**src/rtl/hbl_pkg.sv**
```systemverilog
package hbl_pkg;
  typedef enum logic [1:0] {
    DT_WORD = 2'b00,
    DT_HALF = 2'b01,
    DT_BYTE = 2'b10,
    DT_BIT  = 2'b11
  } dtype_e;
endpackage

```
**src/rtl/hbl_word_swap.sv**
```systemverilog
module hbl_word_swap
  import hbl_pkg::*;
#(
  parameter int WORD_W = 32
) (
  input  logic [WORD_W-1:0] word_in,
  input  dtype_e            mode,
  output logic [WORD_W-1:0] word_out
);
  localparam int HALF_W = WORD_W / 2;
  localparam int NBYTES = WORD_W / 8;

  logic [WORD_W-1:0] half_sw;
  logic [WORD_W-1:0] byte_sw;
  logic [WORD_W-1:0] bit_sw;

  assign half_sw = {word_in[HALF_W-1:0], word_in[WORD_W-1:HALF_W]};

  for (genvar gb = 0; gb < NBYTES; gb++) begin : g_byte
    assign byte_sw[gb*8 +: 8] = word_in[(NBYTES-1-gb)*8 +: 8];
  end

  for (genvar gi = 0; gi < WORD_W; gi++) begin : g_bit
    assign bit_sw[gi] = word_in[WORD_W-1-gi];
  end

  always_comb begin
    unique case (mode)
      DT_HALF: word_out = half_sw;
      DT_BYTE: word_out = byte_sw;
      DT_BIT:  word_out = bit_sw;
      default: word_out = word_in;
    endcase
  end

  // Each swap only moves bits; the number of ones never changes (R2-R5 family)
  always_comb begin
    p_ones_kept_r2: assert ($countones(word_out) == $countones(word_in) || $isunknown(word_in));
  end
endmodule

```
**src/rtl/hbl_fill_ctrl.sv**
```systemverilog
module hbl_fill_ctrl #(
  parameter int WORDS = 16
) (
  input  logic                     clk,
  input  logic                     rst,
  input  logic                     clr,
  input  logic                     accept,
  input  logic                     ack,
  output logic                     full,
  output logic [$clog2(WORDS)-1:0] count
);
  localparam int CNT_W = $clog2(WORDS);
  localparam logic [CNT_W-1:0] LAST = CNT_W'(WORDS - 1);

  always_ff @(posedge clk) begin
    if (rst || clr) begin
      count <= '0;
      full  <= 1'b0;
    end else if (full) begin
      if (ack) full <= 1'b0;
    end else if (accept) begin
      if (count == LAST) begin
        count <= '0;
        full  <= 1'b1;
      end else begin
        count <= count + 1'b1;
      end
    end
  end

  p_cnt_range_r6: assert property (@(posedge clk) disable iff (rst)
    count <= LAST);

  p_full_needs_write_r6: assert property (@(posedge clk) disable iff (rst)
    $rose(full) |-> $past(accept) && $past(count) == LAST);

  p_clear_r9: assert property (@(posedge clk) disable iff (rst)
    clr |=> !full && count == '0);

  p_release_r7: assert property (@(posedge clk) disable iff (rst)
    full && ack |=> !full && count == '0);
endmodule

```
**src/rtl/hbl_block_reg.sv**
```systemverilog
module hbl_block_reg #(
  parameter int WORD_W = 32,
  parameter int WORDS  = 16
) (
  input  logic                      clk,
  input  logic                      rst,
  input  logic                      clr,
  input  logic                      shift_en,
  input  logic [WORD_W-1:0]         word_in,
  output logic [WORD_W*WORDS-1:0]   block
);
  localparam int BLK_W = WORD_W * WORDS;

  // Words enter at the low end and move up, so the first lands on top
  always_ff @(posedge clk) begin
    if (rst || clr) begin
      block <= '0;
    end else if (shift_en) begin
      block <= {block[BLK_W-WORD_W-1:0], word_in};
    end
  end

  p_shift_in_r6: assert property (@(posedge clk) disable iff (rst)
    shift_en && !clr |=> block[WORD_W-1:0] == $past(word_in));
endmodule

```
**src/rtl/hash_block_loader.sv**
```systemverilog
module hash_block_loader
  import hbl_pkg::*;
#(
  parameter int WORD_W = 32,
  parameter int WORDS  = 16,
  parameter int BLK_W  = WORD_W * WORDS
) (
  input  logic              clk,
  input  logic              rst,
  input  logic              clr,
  input  logic              in_valid,
  output logic              in_ready,
  input  logic [WORD_W-1:0] in_data,
  input  logic [1:0]        dtype,
  output logic [BLK_W-1:0]  blk_data,
  output logic              blk_valid,
  input  logic              blk_ack
);
  localparam int CNT_W = $clog2(WORDS);

  logic              accept;
  logic [WORD_W-1:0] swapped;
  logic [CNT_W-1:0]  fill_count;

  assign in_ready = ~blk_valid;
  assign accept   = in_valid & in_ready & ~clr;

  hbl_word_swap #(.WORD_W(WORD_W)) u_swap (
    .word_in  (in_data),
    .mode     (dtype_e'(dtype)),
    .word_out (swapped)
  );

  hbl_fill_ctrl #(.WORDS(WORDS)) u_ctrl (
    .clk    (clk),
    .rst    (rst),
    .clr    (clr),
    .accept (accept),
    .ack    (blk_ack),
    .full   (blk_valid),
    .count  (fill_count)
  );

  hbl_block_reg #(.WORD_W(WORD_W), .WORDS(WORDS)) u_blk (
    .clk      (clk),
    .rst      (rst),
    .clr      (clr),
    .shift_en (accept),
    .word_in  (swapped),
    .block    (blk_data)
  );

  p_hold_r7: assert property (@(posedge clk) disable iff (rst)
    blk_valid && !blk_ack && !clr |=> blk_valid && $stable(blk_data));

  p_no_write_when_full_r7: assert property (@(posedge clk) disable iff (rst)
    blk_valid |=> $stable(fill_count) || clr);
endmodule

```
**config.mk**
```make
export PLATFORM = sky130hd
export DESIGN_NAME = hash_block_loader
export DESIGN_NICKNAME = d
export VERILOG_FILES = /design/src/rtl/hbl_pkg.sv /design/src/rtl/hbl_word_swap.sv /design/src/rtl/hbl_fill_ctrl.sv /design/src/rtl/hbl_block_reg.sv /design/src/rtl/hash_block_loader.sv
export SDC_FILE = /design/constraint.sdc
export NUM_CORES = 1
export LEC_CHECK = 0
export BUFFER_PORTS_ARGS = -buffer_cell sky130_fd_sc_hd__buf_2
export CAP_MARGIN = 20
export CORE_AREA = 2 2 215 217
export CTS_BUF_LIST = sky130_fd_sc_hd__clkbuf_8
export DETAILED_ROUTE_END_ITERATION = 8
export DIE_AREA = 0 0 217 219
export PLACE_DENSITY = 0.66
export RECOVER_POWER = 50
export SETUP_SLACK_MARGIN = 0.02
export SYNTH_ARGS = -nofsm -noshare
export SYNTH_HDL_FRONTEND = slang
export SYNTH_SLANG_ARGS = --single-unit
```
**constraint.sdc**
```tcl
create_clock -name clk -period 4.9 [get_ports clk]
set_clock_uncertainty 0.05 [all_clocks]
set_input_delay 0.245 -clock clk [delete_from_list [all_inputs] [get_ports clk]]
set_output_delay 0.245 -clock clk [all_outputs]
set_load 0.01 [all_outputs]
```
==> metrics.txt, run 1 <==
# TYPE chip_impl_metric gauge
chip_impl_metric{name="number_of_antenna_violations_at_the_first_check_in_global_routing",unit=""} 0
chip_impl_metric{name="multi_input_area",unit="sq um"} 7260
chip_impl_info{name="crit_type",value="reg2reg"} 1
chip_impl_metric{name="ff_latch_area",unit="sq um"} 10300
chip_impl_metric{name="finish.net_count",unit=""} 2800
chip_impl_metric{name="num_vias",unit=""} 17300
chip_impl_metric{name="share_of_cells_above_drive_strength_1",unit=""} 0.0783
chip_impl_metric{name="cts_max_path_buffers",unit=""} 3
chip_impl_metric{name="finalWorstPathRequiredPeriod",unit="ns"} 2.20
chip_impl_metric{name="maxCapViolations",unit=""} 0
chip_impl_metric{name="floorplan.die_area",unit="sq um"} 47500
chip_impl_metric{name="timing.slew.headroom",unit=""} 0.166
chip_impl_metric{name="post-synth-top-area-fraction",unit=""} 0.562
chip_impl_metric{name="grt_max_degree",unit=""} 234
chip_impl_metric{name="antenna_cells",unit=""} 0
chip_impl_metric{name="clk_transition_reported_paths",unit="ns"} 0.06
chip_impl_metric{name="peak_vdd_ir",unit="uV"} 265
chip_impl_info{name="most_frequent_cells_in_the_layout",value="nand2_1 (964), dfxtp_1 (517), clkbuf_1 (498)"} 1
chip_impl_metric{name="detail_route.first_pass.iterations",unit=""} 6
chip_impl_metric{name="postCtsResizedCells",unit=""} 0
chip_impl_metric{name="worst_ep_arrival_time",unit="ns"} 2.73
chip_impl_metric{name="worst_hold_slack",unit="ns"} 0.0566
chip_impl_metric{name="syn_nets",unit=""} 2328
chip_impl_metric{name="fp-row-count",unit=""} 78
chip_impl_metric{name="totalWireLength",unit="microns"} 61900
chip_impl_metric{name="timing.critical_path.fanout_max",unit=""} 233
chip_impl_metric{name="skew_pair_late_insertion_delay",unit="ns"} 0.66
chip_impl_metric{name="design.portCount",unit=""} 553
chip_impl_info{name="cp-end-kind",value="flop"} 1
chip_impl_metric{name="final_antenna_net_count",unit=""} 0
chip_impl_metric{name="worst-slew-pin-transition",unit="ns"} 1.25
chip_impl_info{name="setup_repair_after_global_routing_missed_its_margin",value="false"} 1
chip_impl_info{name="layout.cells.most_common",value="nand2_1"} 1
chip_impl_metric{name="final.setup.worst_slack",unit="ns"} 2.70
chip_impl_metric{name="cts_sinks",unit=""} 517
chip_impl_info{name="min-delay-start",value="clr"} 1
chip_impl_metric{name="tritoncts.num_buffers",unit=""} 86
chip_impl_info{name="run_status",value="finished clean"} 1
chip_impl_metric{name="gp_congestion",unit=""} 0.931
chip_impl_info{name="synthTopCellsByArea",value="dfxtp_1 (56%), nand2_1 (20%), a21oi_1 (13%), mux4_2 (3.9%), buf_2 (2.3%)"} 1
chip_impl_metric{name="min_period_over_period",unit=""} 0.450
chip_impl_metric{name="cts_hold_buffers",unit=""} 1
chip_impl_info{name="crit_path_start",value="u_ctrl.full"} 1
chip_impl_metric{name="cts_post_setup_buffers_inserted",unit=""} 0
chip_impl_metric{name="placedCellCount",unit=""} 3271
chip_impl_metric{name="slew_violations",unit=""} 0
chip_impl_metric{name="finalHoldViolations",unit=""} 0
chip_impl_metric{name="floorplan.core_area",unit="sq um"} 45100
chip_impl_info{name="type_of_the_most_critical_hold_path",value="in2reg"} 1
chip_impl_metric{name="ys_types",unit=""} 24
chip_impl_metric{name="dp.final_hpwl",unit="microns"} 42800
chip_impl_info{name="timing.rr.start",value="u_ctrl.full"} 1
chip_impl_metric{name="place.port_buffers",unit=""} 552
chip_impl_metric{name="finalSetupViolCount",unit=""} 0
chip_impl_metric{name="mapped_avg_cell_area",unit="sq um"} 8.05
chip_impl_metric{name="syn_inst",unit=""} 2288
chip_impl_info{name="start_kind",value="flop"} 1
chip_impl_metric{name="syn-cell-area",unit="sq um"} 18400
chip_impl_metric{name="synth-seq-area-share",unit=""} 0.562
chip_impl_metric{name="avgViaCountPerCell",unit=""} 5.06
chip_impl_metric{name="floorplan.initialDensity",unit=""} 0.408
chip_impl_metric{name="first_global_vias",unit=""} 15800
chip_impl_metric{name="final.setup.tns",unit="ns"} 0
chip_impl_metric{name="pre_cts_slack",unit="ns"} 2.70
chip_impl_info{name="synth_area_leader_cell",value="dfxtp_1"} 1
chip_impl_metric{name="grt_remaining_overflow",unit=""} 0
chip_impl_metric{name="drc_errors",unit=""} 0
chip_impl_metric{name="postSynthRegisterBits",unit=""} 517
chip_impl_metric{name="cellPowerDensity",unit="nW/um^2"} 372
chip_impl_metric{name="design_area",unit="sq um"} 22400
chip_impl_metric{name="dr.first_iter.drc_count",unit=""} 1542
chip_impl_metric{name="die_width",unit="microns"} 217
chip_impl_metric{name="nFillCells",unit=""} 4779
chip_impl_metric{name="overall_global_routing_usage",unit=""} 0.247
chip_impl_metric{name="dpl-instance-area",unit="sq um"} 21300
chip_impl_metric{name="power_leakage",unit="nW"} 7.04
chip_impl_metric{name="cts_max_level",unit=""} 3
chip_impl_metric{name="instances_no_fill",unit=""} 3423
chip_impl_metric{name="timing.fmax",unit="GHz"} 0.454
chip_impl_info{name="tritoncts",value="yes"} 1
chip_impl_metric{name="wl_per_cell",unit="microns"} 18.1
chip_impl_info{name="clockRootBuffer",value="clkbuf_8"} 1
chip_impl_metric{name="ys_warn_count",unit=""} 0
chip_impl_metric{name="area_growth_syn_to_layout",unit="%"} 21.8
chip_impl_metric{name="grt_first_pass_wirelength",unit="microns"} 91800
chip_impl_metric{name="floorplan.die.height",unit="microns"} 219
chip_impl_metric{name="required",unit="ns"} 5.42
## critical path, stage by stage, from the launching register on
cell and delay [ns]:
dfxtp_1 0.34, nor3b_2 0.17, buf_4 0.27, buf_12 0.50, nand2_1 0.18, a21oi_1 0.18
## worst paths after layout
path	to	slack [ns]	cells past startpoint
setup / recovery	u_blk.block[181]	2.70	5
hold / removal	u_blk.block[509]	0.06	5
setup reg to reg	u_blk.block[181]	2.70	5
hold reg to reg	u_blk.block[190]	0.40	2
## cells by family after synthesis
group,Yosys count,synth area share
adder cells (fa/ha/maj),1,0.000680
AND/OR/NAND/NOR,1067,0.221
multiplexers,32,0.0391
buffers and inverters,183,0.0438
AO/OA/AOI/OAI,488,0.133
flip-flops,517,0.562
## per-layer routing
| layer | GRT usage | part of all wire | vias to the layer above |
|---|---|---|---|
| met5 | 0 | 0 | - |
| met4 | 0.118 | 0.040 | 0 |
| met3 | 0.0750 | 0.087 | 113 |
| met2 | 0.409 | 0.48 | 677 |
| met1 | 0.294 | 0.40 | 8154 |
| li1 | - | - | 8374 |
## cell usage after synthesis (all sizes together)
| library cell | instances |
|---|---|
| ha | 1 |
| or2 | 1 |
| nor2b | 1 |
| a21boi | 1 |
| a41oi | 1 |
| nand2 | 964 |
| nand3b | 1 |
| o22ai | 1 |
| a21oi | 483 |
| or3b | 1 |
| clkbuf | 92 |
| buf | 89 |
| nor3 | 32 |
| a311oi | 1 |
| o21ai | 1 |
| nor3b | 1 |
| mux4 | 32 |
| dfxtp | 517 |
| nand3 | 1 |
| inv | 2 |
| nor2 | 64 |
| or3 | 1 |
## final cells by class
| class | instances | area share |
|---|---|---|
| Timing Repair Buffer | 565 | 0.104 |
| Inverter | 2 | 0.000335 |
| Multi-Input combinational cell | 1588 | 0.324 |
| Clock buffer | 109 | 0.0669 |
| Sequential cell | 517 | 0.462 |
| Tap cell | 600 | 0.0335 |
| Clock inverter | 42 | 0.00932 |
## through the flow
stage                     utilization  power, mW
after global routing            0.497       8.66
after detailed placement        0.473       4.67
after CTS                       0.511       8.43
after global placement          0.473       4.67
final                           0.497       8.35
after floorplan                     -       4.58
## report_power, final
group	internal [mW]	switching [mW]
clock network	2.04	1.72
registers	4.22	0.0109
logic	0.0870	0.265
total	6.35	2.00
## sequential cells by signal (all words and copies together), names as in the netlist
name	cells
u_blk.block	512
u_ctrl.full	1
u_ctrl.count	4
Note: power is estimated with default switching activity, not from simulation.
==> inputs of run 2 (changes only) <==
CORE_AREA = 2 2 218 220   (was 2 2 215 217)
DIE_AREA = 0 0 220 222   (was 0 0 217 219)
PLACE_DENSITY = 0.67   (was 0.66)
clock period = 1.9 ns   (was 4.9 ns; I/O delays follow)
==> run 2 against run 1 <==
  * Register-to-register slack got worse by 2.6 ns
  * Setup slack got worse by 2.6 ns
  * First-iteration DRC count fell by 11%
  * Cell count rose by 3.6%
  * Largest power group unchanged
  * Highest routed layer unchanged
==> metrics.txt, run 2 (synthesis results as in run 1) <==
# TYPE chip_impl_metric gauge
chip_impl_metric{name="timing.fmax",unit="GHz"} 0.564
chip_impl_metric{name="drc_errors",unit=""} 0
chip_impl_metric{name="dpl-instance-area",unit="sq um"} 22000
chip_impl_metric{name="cts_post_setup_buffers_inserted",unit=""} 0
chip_impl_metric{name="floorplan.die_area",unit="sq um"} 48800
chip_impl_metric{name="tritoncts.num_buffers",unit=""} 88
chip_impl_metric{name="power_leakage",unit="nW"} 7.65
chip_impl_metric{name="largest_register_ffs",unit=""} 512
chip_impl_metric{name="cts_sinks",unit=""} 517
chip_impl_info{name="crit_type",value="reg2reg"} 1
chip_impl_metric{name="finish.net_count",unit=""} 2914
chip_impl_metric{name="finalHoldViolations",unit=""} 0
chip_impl_metric{name="min_period_over_period",unit=""} 0.933
chip_impl_metric{name="final_antenna_net_count",unit=""} 0
chip_impl_info{name="layout.cells.most_common",value="nand2_1"} 1
chip_impl_metric{name="detail_route.first_pass.iterations",unit=""} 8
chip_impl_metric{name="peak_vdd_ir",unit="uV"} 605
chip_impl_metric{name="timing.critical_path.fanout_max",unit=""} 8
chip_impl_metric{name="final.setup.tns",unit="ns"} 0
chip_impl_metric{name="slew_violations",unit=""} 0
chip_impl_metric{name="floorplan.initialDensity",unit=""} 0.398
chip_impl_metric{name="num_vias",unit=""} 17800
chip_impl_metric{name="overall_global_routing_usage",unit=""} 0.255
chip_impl_metric{name="grt_first_pass_wirelength",unit="microns"} 96500
chip_impl_metric{name="grt_remaining_overflow",unit=""} 0
chip_impl_info{name="type_of_the_most_critical_hold_path",value="in2reg"} 1
chip_impl_info{name="clockRootBuffer",value="clkbuf_8"} 1
chip_impl_metric{name="dp.final_hpwl",unit="microns"} 47900
chip_impl_metric{name="first_global_vias",unit=""} 16700
chip_impl_metric{name="cellPowerDensity",unit="nW/um^2"} 933
chip_impl_metric{name="finalCoreUtilization",unit=""} 0.513
chip_impl_info{name="setup_repair_after_global_routing_missed_its_margin",value="false"} 1
chip_impl_info{name="top_regs",value="u_blk.block (512), u_ctrl.count (4), u_ctrl.full (1)"} 1
chip_impl_metric{name="gp_congestion",unit=""} 0.938
chip_impl_info{name="tritoncts",value="yes"} 1
chip_impl_metric{name="area_growth_syn_to_layout",unit="%"} 29.0
chip_impl_info{name="cp-end-kind",value="flop"} 1
chip_impl_metric{name="skew_pair_late_insertion_delay",unit="ns"} 0.65
chip_impl_metric{name="fp-row-count",unit=""} 79
chip_impl_metric{name="floorplan.die.height",unit="microns"} 222
chip_impl_metric{name="finalWorstPathRequiredPeriod",unit="ns"} 1.77
chip_impl_metric{name="dr.first_iter.drc_count",unit=""} 1375
chip_impl_info{name="start_kind",value="flop"} 1
chip_impl_metric{name="die_width",unit="microns"} 220
chip_impl_metric{name="place.port_buffers",unit=""} 552
chip_impl_metric{name="grt_max_degree",unit=""} 85
chip_impl_metric{name="number_of_antenna_violations_at_the_first_check_in_global_routing",unit=""} 1
chip_impl_metric{name="finalSetupViolCount",unit=""} 0
chip_impl_metric{name="placedCellCount",unit=""} 3337
chip_impl_info{name="most_frequent_cells_in_the_layout",value="nand2_1 (964), dfxtp_1 (517), clkbuf_1 (505)"} 1
chip_impl_metric{name="clk_transition_reported_paths",unit="ns"} 0.06
chip_impl_metric{name="avgViaCountPerCell",unit=""} 5.02
chip_impl_metric{name="worst_ep_arrival_time",unit="ns"} 2.29
chip_impl_metric{name="instances_no_fill",unit=""} 3547
chip_impl_metric{name="cts_max_path_buffers",unit=""} 3
chip_impl_metric{name="maxCapViolations",unit=""} 0
chip_impl_metric{name="totalWireLength",unit="microns"} 65100
chip_impl_metric{name="design.portCount",unit=""} 553
chip_impl_metric{name="final.setup.worst_slack",unit="ns"} 0.128
chip_impl_info{name="run_status",value="finished clean"} 1
chip_impl_metric{name="timing.slew.headroom",unit=""} 0.650
chip_impl_metric{name="pre_cts_slack",unit="ns"} 0.142
chip_impl_metric{name="required",unit="ns"} 2.41
chip_impl_metric{name="share_of_cells_above_drive_strength_1",unit=""} 0.0946
chip_impl_info{name="largest_register",value="u_blk.block"} 1
chip_impl_metric{name="worst-slew-pin-transition",unit="ns"} 0.523
chip_impl_metric{name="cts_max_level",unit=""} 3
chip_impl_metric{name="wl_per_cell",unit="microns"} 18.3
chip_impl_metric{name="design_area",unit="sq um"} 23700
chip_impl_metric{name="floorplan.core_area",unit="sq um"} 46300
-- run 2: worst max-delay path, stage by stage, from the launching register on --
cell	delay (ns)
dfxtp_1	0.35
nor3b_4	0.26
buf_6	0.20
dlygate4sd3_1	0.63
nand2_1	0.07
a21oi_1	0.12
-- run 2: worst paths after layout --
path / from / end / slack (ns) / cells past startpoint
setup / recovery: u_ctrl.full / u_blk.block[192] / 0.13 / 5
hold / removal: in_data[24] / u_blk.block[24] / 0.07 / 4
setup reg to reg: u_ctrl.full / u_blk.block[192] / 0.13 / 5
hold reg to reg: u_blk.block[29] / u_blk.block[61] / 0.40 / 2
-- run 2: what timing repair did --
item / 4_1_cts / 5_1_grt
setup endpoints to repair: 0 / 2
hold endpoints to repair: 59 / 1
hold buffers: 53 / 1
resized for setup: 0 / 2
-- run 2: area by class of cell --
class	instances	area, sq um
multi-input cells	1588	7270
inverters	2	7.51
flip-flops and latches	517	10300
diodes	1	2.50
fillers	4725	22500
clock buffers	117	1610
repair buffers	677	3560
well taps	607	759
clock inverters	38	193
-- run 2: layer usage --
layer  share of wire  track usage  up-vias
li1                -            -     8623
met1            0.39        0.293     8375
met2            0.48        0.426      687
met3           0.095       0.0893      110
met4           0.034        0.112        0
met5               0            0        -
-- run 2: power by group --
part	internal [mW]	leakage, nW	total [mW]	switching [mW]
registers	10.9	4.16	10.9	0.0300
logic	0.460	2.45	1.20	0.740
clock network	5.61	1.03	10.1	4.45
-- run 2: per-stage QoR --
step                power, mW  hold WS [ns]
floorplan                11.8         0.258
global placement         12.2         0.371
detailed placement       12.2         0.375
CTS                      22.4       0.00353
global route             23.0        0.0569
finish                   22.2        0.0701
==> inputs of run 3 (changes only) <==
REMOVE_ABC_BUFFERS = 1   (was default)
==> run 3 against run 2 <==
  * Sequential cell count did not move
  * Combinational power barely moved
  * Non-clock buffer count fell by 10
  * Critical endpoint is now u_blk.block[21]
==> metrics.txt, run 3 (synthesis results as in run 1) <==
# TYPE chip_impl_metric gauge
chip_impl_metric{name="cts_post_setup_buffers_inserted",unit=""} 0
chip_impl_metric{name="number_of_antenna_violations_at_the_first_check_in_global_routing",unit=""} 2
chip_impl_metric{name="finalWorstPathRequiredPeriod",unit="ns"} 1.76
chip_impl_metric{name="design_area",unit="sq um"} 23600
chip_impl_metric{name="share_of_cells_above_drive_strength_1",unit=""} 0.0868
chip_impl_metric{name="fp-row-count",unit=""} 79
chip_impl_metric{name="overall_global_routing_usage",unit=""} 0.218
chip_impl_metric{name="dpl-instance-area",unit="sq um"} 22000
chip_impl_metric{name="cts_max_level",unit=""} 3
chip_impl_metric{name="dp.final_hpwl",unit="microns"} 38800
chip_impl_metric{name="timing.critical_path.fanout_max",unit=""} 58
chip_impl_metric{name="skew_pair_late_insertion_delay",unit="ns"} 0.65
chip_impl_metric{name="wl_per_cell",unit="microns"} 15.9
chip_impl_metric{name="final.setup.tns",unit="ns"} 0
chip_impl_metric{name="swShare",unit=""} 0.230
chip_impl_metric{name="area_growth_syn_to_layout",unit="%"} 28.2
chip_impl_info{name="most_frequent_cells_in_the_layout",value="nand2_1 (964), dfxtp_1 (517), clkbuf_1 (512)"} 1
chip_impl_metric{name="power_leakage",unit="nW"} 7.52
chip_impl_metric{name="worst_ep_arrival_time",unit="ns"} 2.26
chip_impl_info{name="critical-path-top-delay-family",value="buffers and inverters"} 1
chip_impl_metric{name="slew_violations",unit=""} 0
chip_impl_metric{name="required",unit="ns"} 2.39
chip_impl_metric{name="worst_hold_slack",unit="ns"} 0.110
chip_impl_metric{name="clk_transition_reported_paths",unit="ns"} 0.06
chip_impl_metric{name="design.portCount",unit=""} 553
chip_impl_metric{name="hold_path_depth",unit=""} 4
chip_impl_metric{name="peak_vdd_ir",unit="uV"} 641
chip_impl_metric{name="timing.fmax",unit="GHz"} 0.567
chip_impl_metric{name="detail_route.first_pass.iterations",unit=""} 5
chip_impl_metric{name="number_of_buffers_and_inverters_on_the_critical_path",unit=""} 3
chip_impl_metric{name="avgViaCountPerCell",unit=""} 4.93
chip_impl_metric{name="power.share.combinational",unit=""} 0.054
chip_impl_metric{name="power.share.clock",unit=""} 0.449
chip_impl_metric{name="largest_register_ffs",unit=""} 512
chip_impl_metric{name="worst-slew-pin-transition",unit="ns"} 0.409
chip_impl_info{name="layout.cells.most_common",value="nand2_1"} 1
chip_impl_metric{name="seq_power_share",unit=""} 0.497
chip_impl_metric{name="grt_first_pass_wirelength",unit="microns"} 85800
chip_impl_metric{name="tritoncts.num_buffers",unit=""} 84
chip_impl_info{name="crit_type",value="reg2reg"} 1
chip_impl_metric{name="first_global_vias",unit=""} 16000
chip_impl_metric{name="path_depth",unit=""} 6
chip_impl_metric{name="cellPowerDensity",unit="nW/um^2"} 930
chip_impl_info{name="crit_chain",value="nor3b_2 -> buf_4 -> buf_16 -> buf_12 -> nor2_1 -> nor3_1"} 1
chip_impl_metric{name="internal-power",unit="mW"} 16.9
chip_impl_metric{name="totalWireLength",unit="microns"} 56100
chip_impl_metric{name="grt_remaining_overflow",unit=""} 0
chip_impl_metric{name="floorplan.die.height",unit="microns"} 222
chip_impl_metric{name="pre_cts_slack",unit="ns"} 0.217
chip_impl_metric{name="cts_sinks",unit=""} 517
chip_impl_metric{name="finish.net_count",unit=""} 2900
chip_impl_info{name="type_of_the_most_critical_hold_path",value="in2reg"} 1
chip_impl_metric{name="cts_max_path_buffers",unit=""} 3
chip_impl_metric{name="min_period_over_period",unit=""} 0.929
chip_impl_metric{name="dr.first_iter.drc_count",unit=""} 1152
chip_impl_info{name="cp-end-kind",value="flop"} 1
chip_impl_info{name="clockRootBuffer",value="clkbuf_8"} 1
chip_impl_metric{name="floorplan.initialDensity",unit=""} 0.398
chip_impl_info{name="start_kind",value="flop"} 1
chip_impl_metric{name="place.port_buffers",unit=""} 552
chip_impl_metric{name="placedCellCount",unit=""} 3326
chip_impl_metric{name="num_vias",unit=""} 17400
chip_impl_metric{name="floorplan.core_area",unit="sq um"} 46300
chip_impl_metric{name="final.setup.worst_slack",unit="ns"} 0.136
chip_impl_metric{name="grt_max_degree",unit=""} 97
chip_impl_metric{name="cpPeakStageDelay",unit="ns"} 0.34
chip_impl_metric{name="die_width",unit="microns"} 220
chip_impl_metric{name="count_of_cells_along_the_worst_register_to_register_path",unit=""} 6
chip_impl_info{name="worst_path_max_delay_cell",value="dfxtp_1"} 1
chip_impl_info{name="setup_repair_after_global_routing_missed_its_margin",value="true"} 1
chip_impl_info{name="top_regs",value="u_blk.block (512), u_ctrl.count (4), u_ctrl.full (1)"} 1
chip_impl_metric{name="finalHoldViolations",unit=""} 0
chip_impl_metric{name="final_antenna_net_count",unit=""} 0
chip_impl_metric{name="maxCapViolations",unit=""} 0
chip_impl_metric{name="finalSetupViolCount",unit=""} 0
chip_impl_metric{name="timing.slew.headroom",unit=""} 0.727
chip_impl_info{name="tritoncts",value="yes"} 1
chip_impl_metric{name="drc_errors",unit=""} 0
chip_impl_info{name="run_status",value="finished clean"} 1
chip_impl_metric{name="switchingPower",unit="mW"} 5.05
chip_impl_metric{name="floorplan.die_area",unit="sq um"} 48800
chip_impl_metric{name="instances_no_fill",unit=""} 3524
chip_impl_metric{name="gp_congestion",unit=""} 0.862
chip_impl_info{name="largest_register",value="u_blk.block"} 1
-- run 3: cell types whose count changed in the layout (fill, tap and decap cells not counted), moves of 2 or more --
cell        previous run  this run
bufinv_16              1         3
clkbuf_8             117       111
clkbuf_1             505       512
inv_1                 32        26
buf_2                 47        40
buf_4                 41        30
clkinvlp_4             3         1
-- run 3: final cells by class --
| type | instances | area, sq um |
|---|---|---|
| diodes | 1 | 2.50 |
| clock buffers | 111 | 1530 |
| repair buffers | 667 | 3500 |
| flip-flops and latches | 517 | 10300 |
| fillers | 4600 | 22600 |
| multi-input cells | 1588 | 7260 |
| inverters | 2 | 7.51 |
| clock inverters | 31 | 203 |
| well taps | 607 | 759 |
-- run 3: tightest hold or removal path, cell delays in order --
cell,delay (ns)
buf_2,0.12
or2_4,0.22
buf_12,0.24
a21oi_1,0.06
-- run 3: worst paths after layout --
path                    startpoint  slack, ns               end
hold reg to reg   u_blk.block[505]       0.40  u_blk.block[505]
setup / recovery       u_ctrl.full       0.14   u_blk.block[21]
hold / removal                 clr       0.11  u_blk.block[254]
setup reg to reg       u_ctrl.full       0.14   u_blk.block[21]
-- run 3: repair_timing --
action / 4_1_cts / 5_1_grt
resized for setup: 0 / 2
hold endpoints to repair: 39 / 0
endpoints found under the setup margin: 0 / 8
hold buffers: 55 / 0
-- run 3: stage by stage --
step                      total power, mW  utilization
after floorplan                      11.7            -
after global placement               12.2        0.475
after detailed placement             12.2        0.475
after CTS                            22.2        0.524
after global routing                 22.8        0.510
final                                21.9        0.510
-- run 3: power groups by stage --
stage | clock network (mW) | logic, mW | registers (mW)
3_3_place_gp | 0 | 1.04 | 11.1
4_1_cts | 10.1 | 1.19 | 10.9
5_1_grt | 10.6 | 1.29 | 10.9
2_1_floorplan | 0 | 0.586 | 11.1
3_5_place_dp | 0 | 1.06 | 11.1
6_report | 9.85 | 1.20 | 10.9
-- run 3: layer usage --
layer | GRT usage | wire (microns) | vias up
li1 | - | - | 8568
met1 | 0.255 | 22400 | 8087
met2 | 0.369 | 27300 | 585
met3 | 0.0641 | 4410 | 122
met4 | 0.0944 | 1920 | 0
met5 | 0 | 0 | -
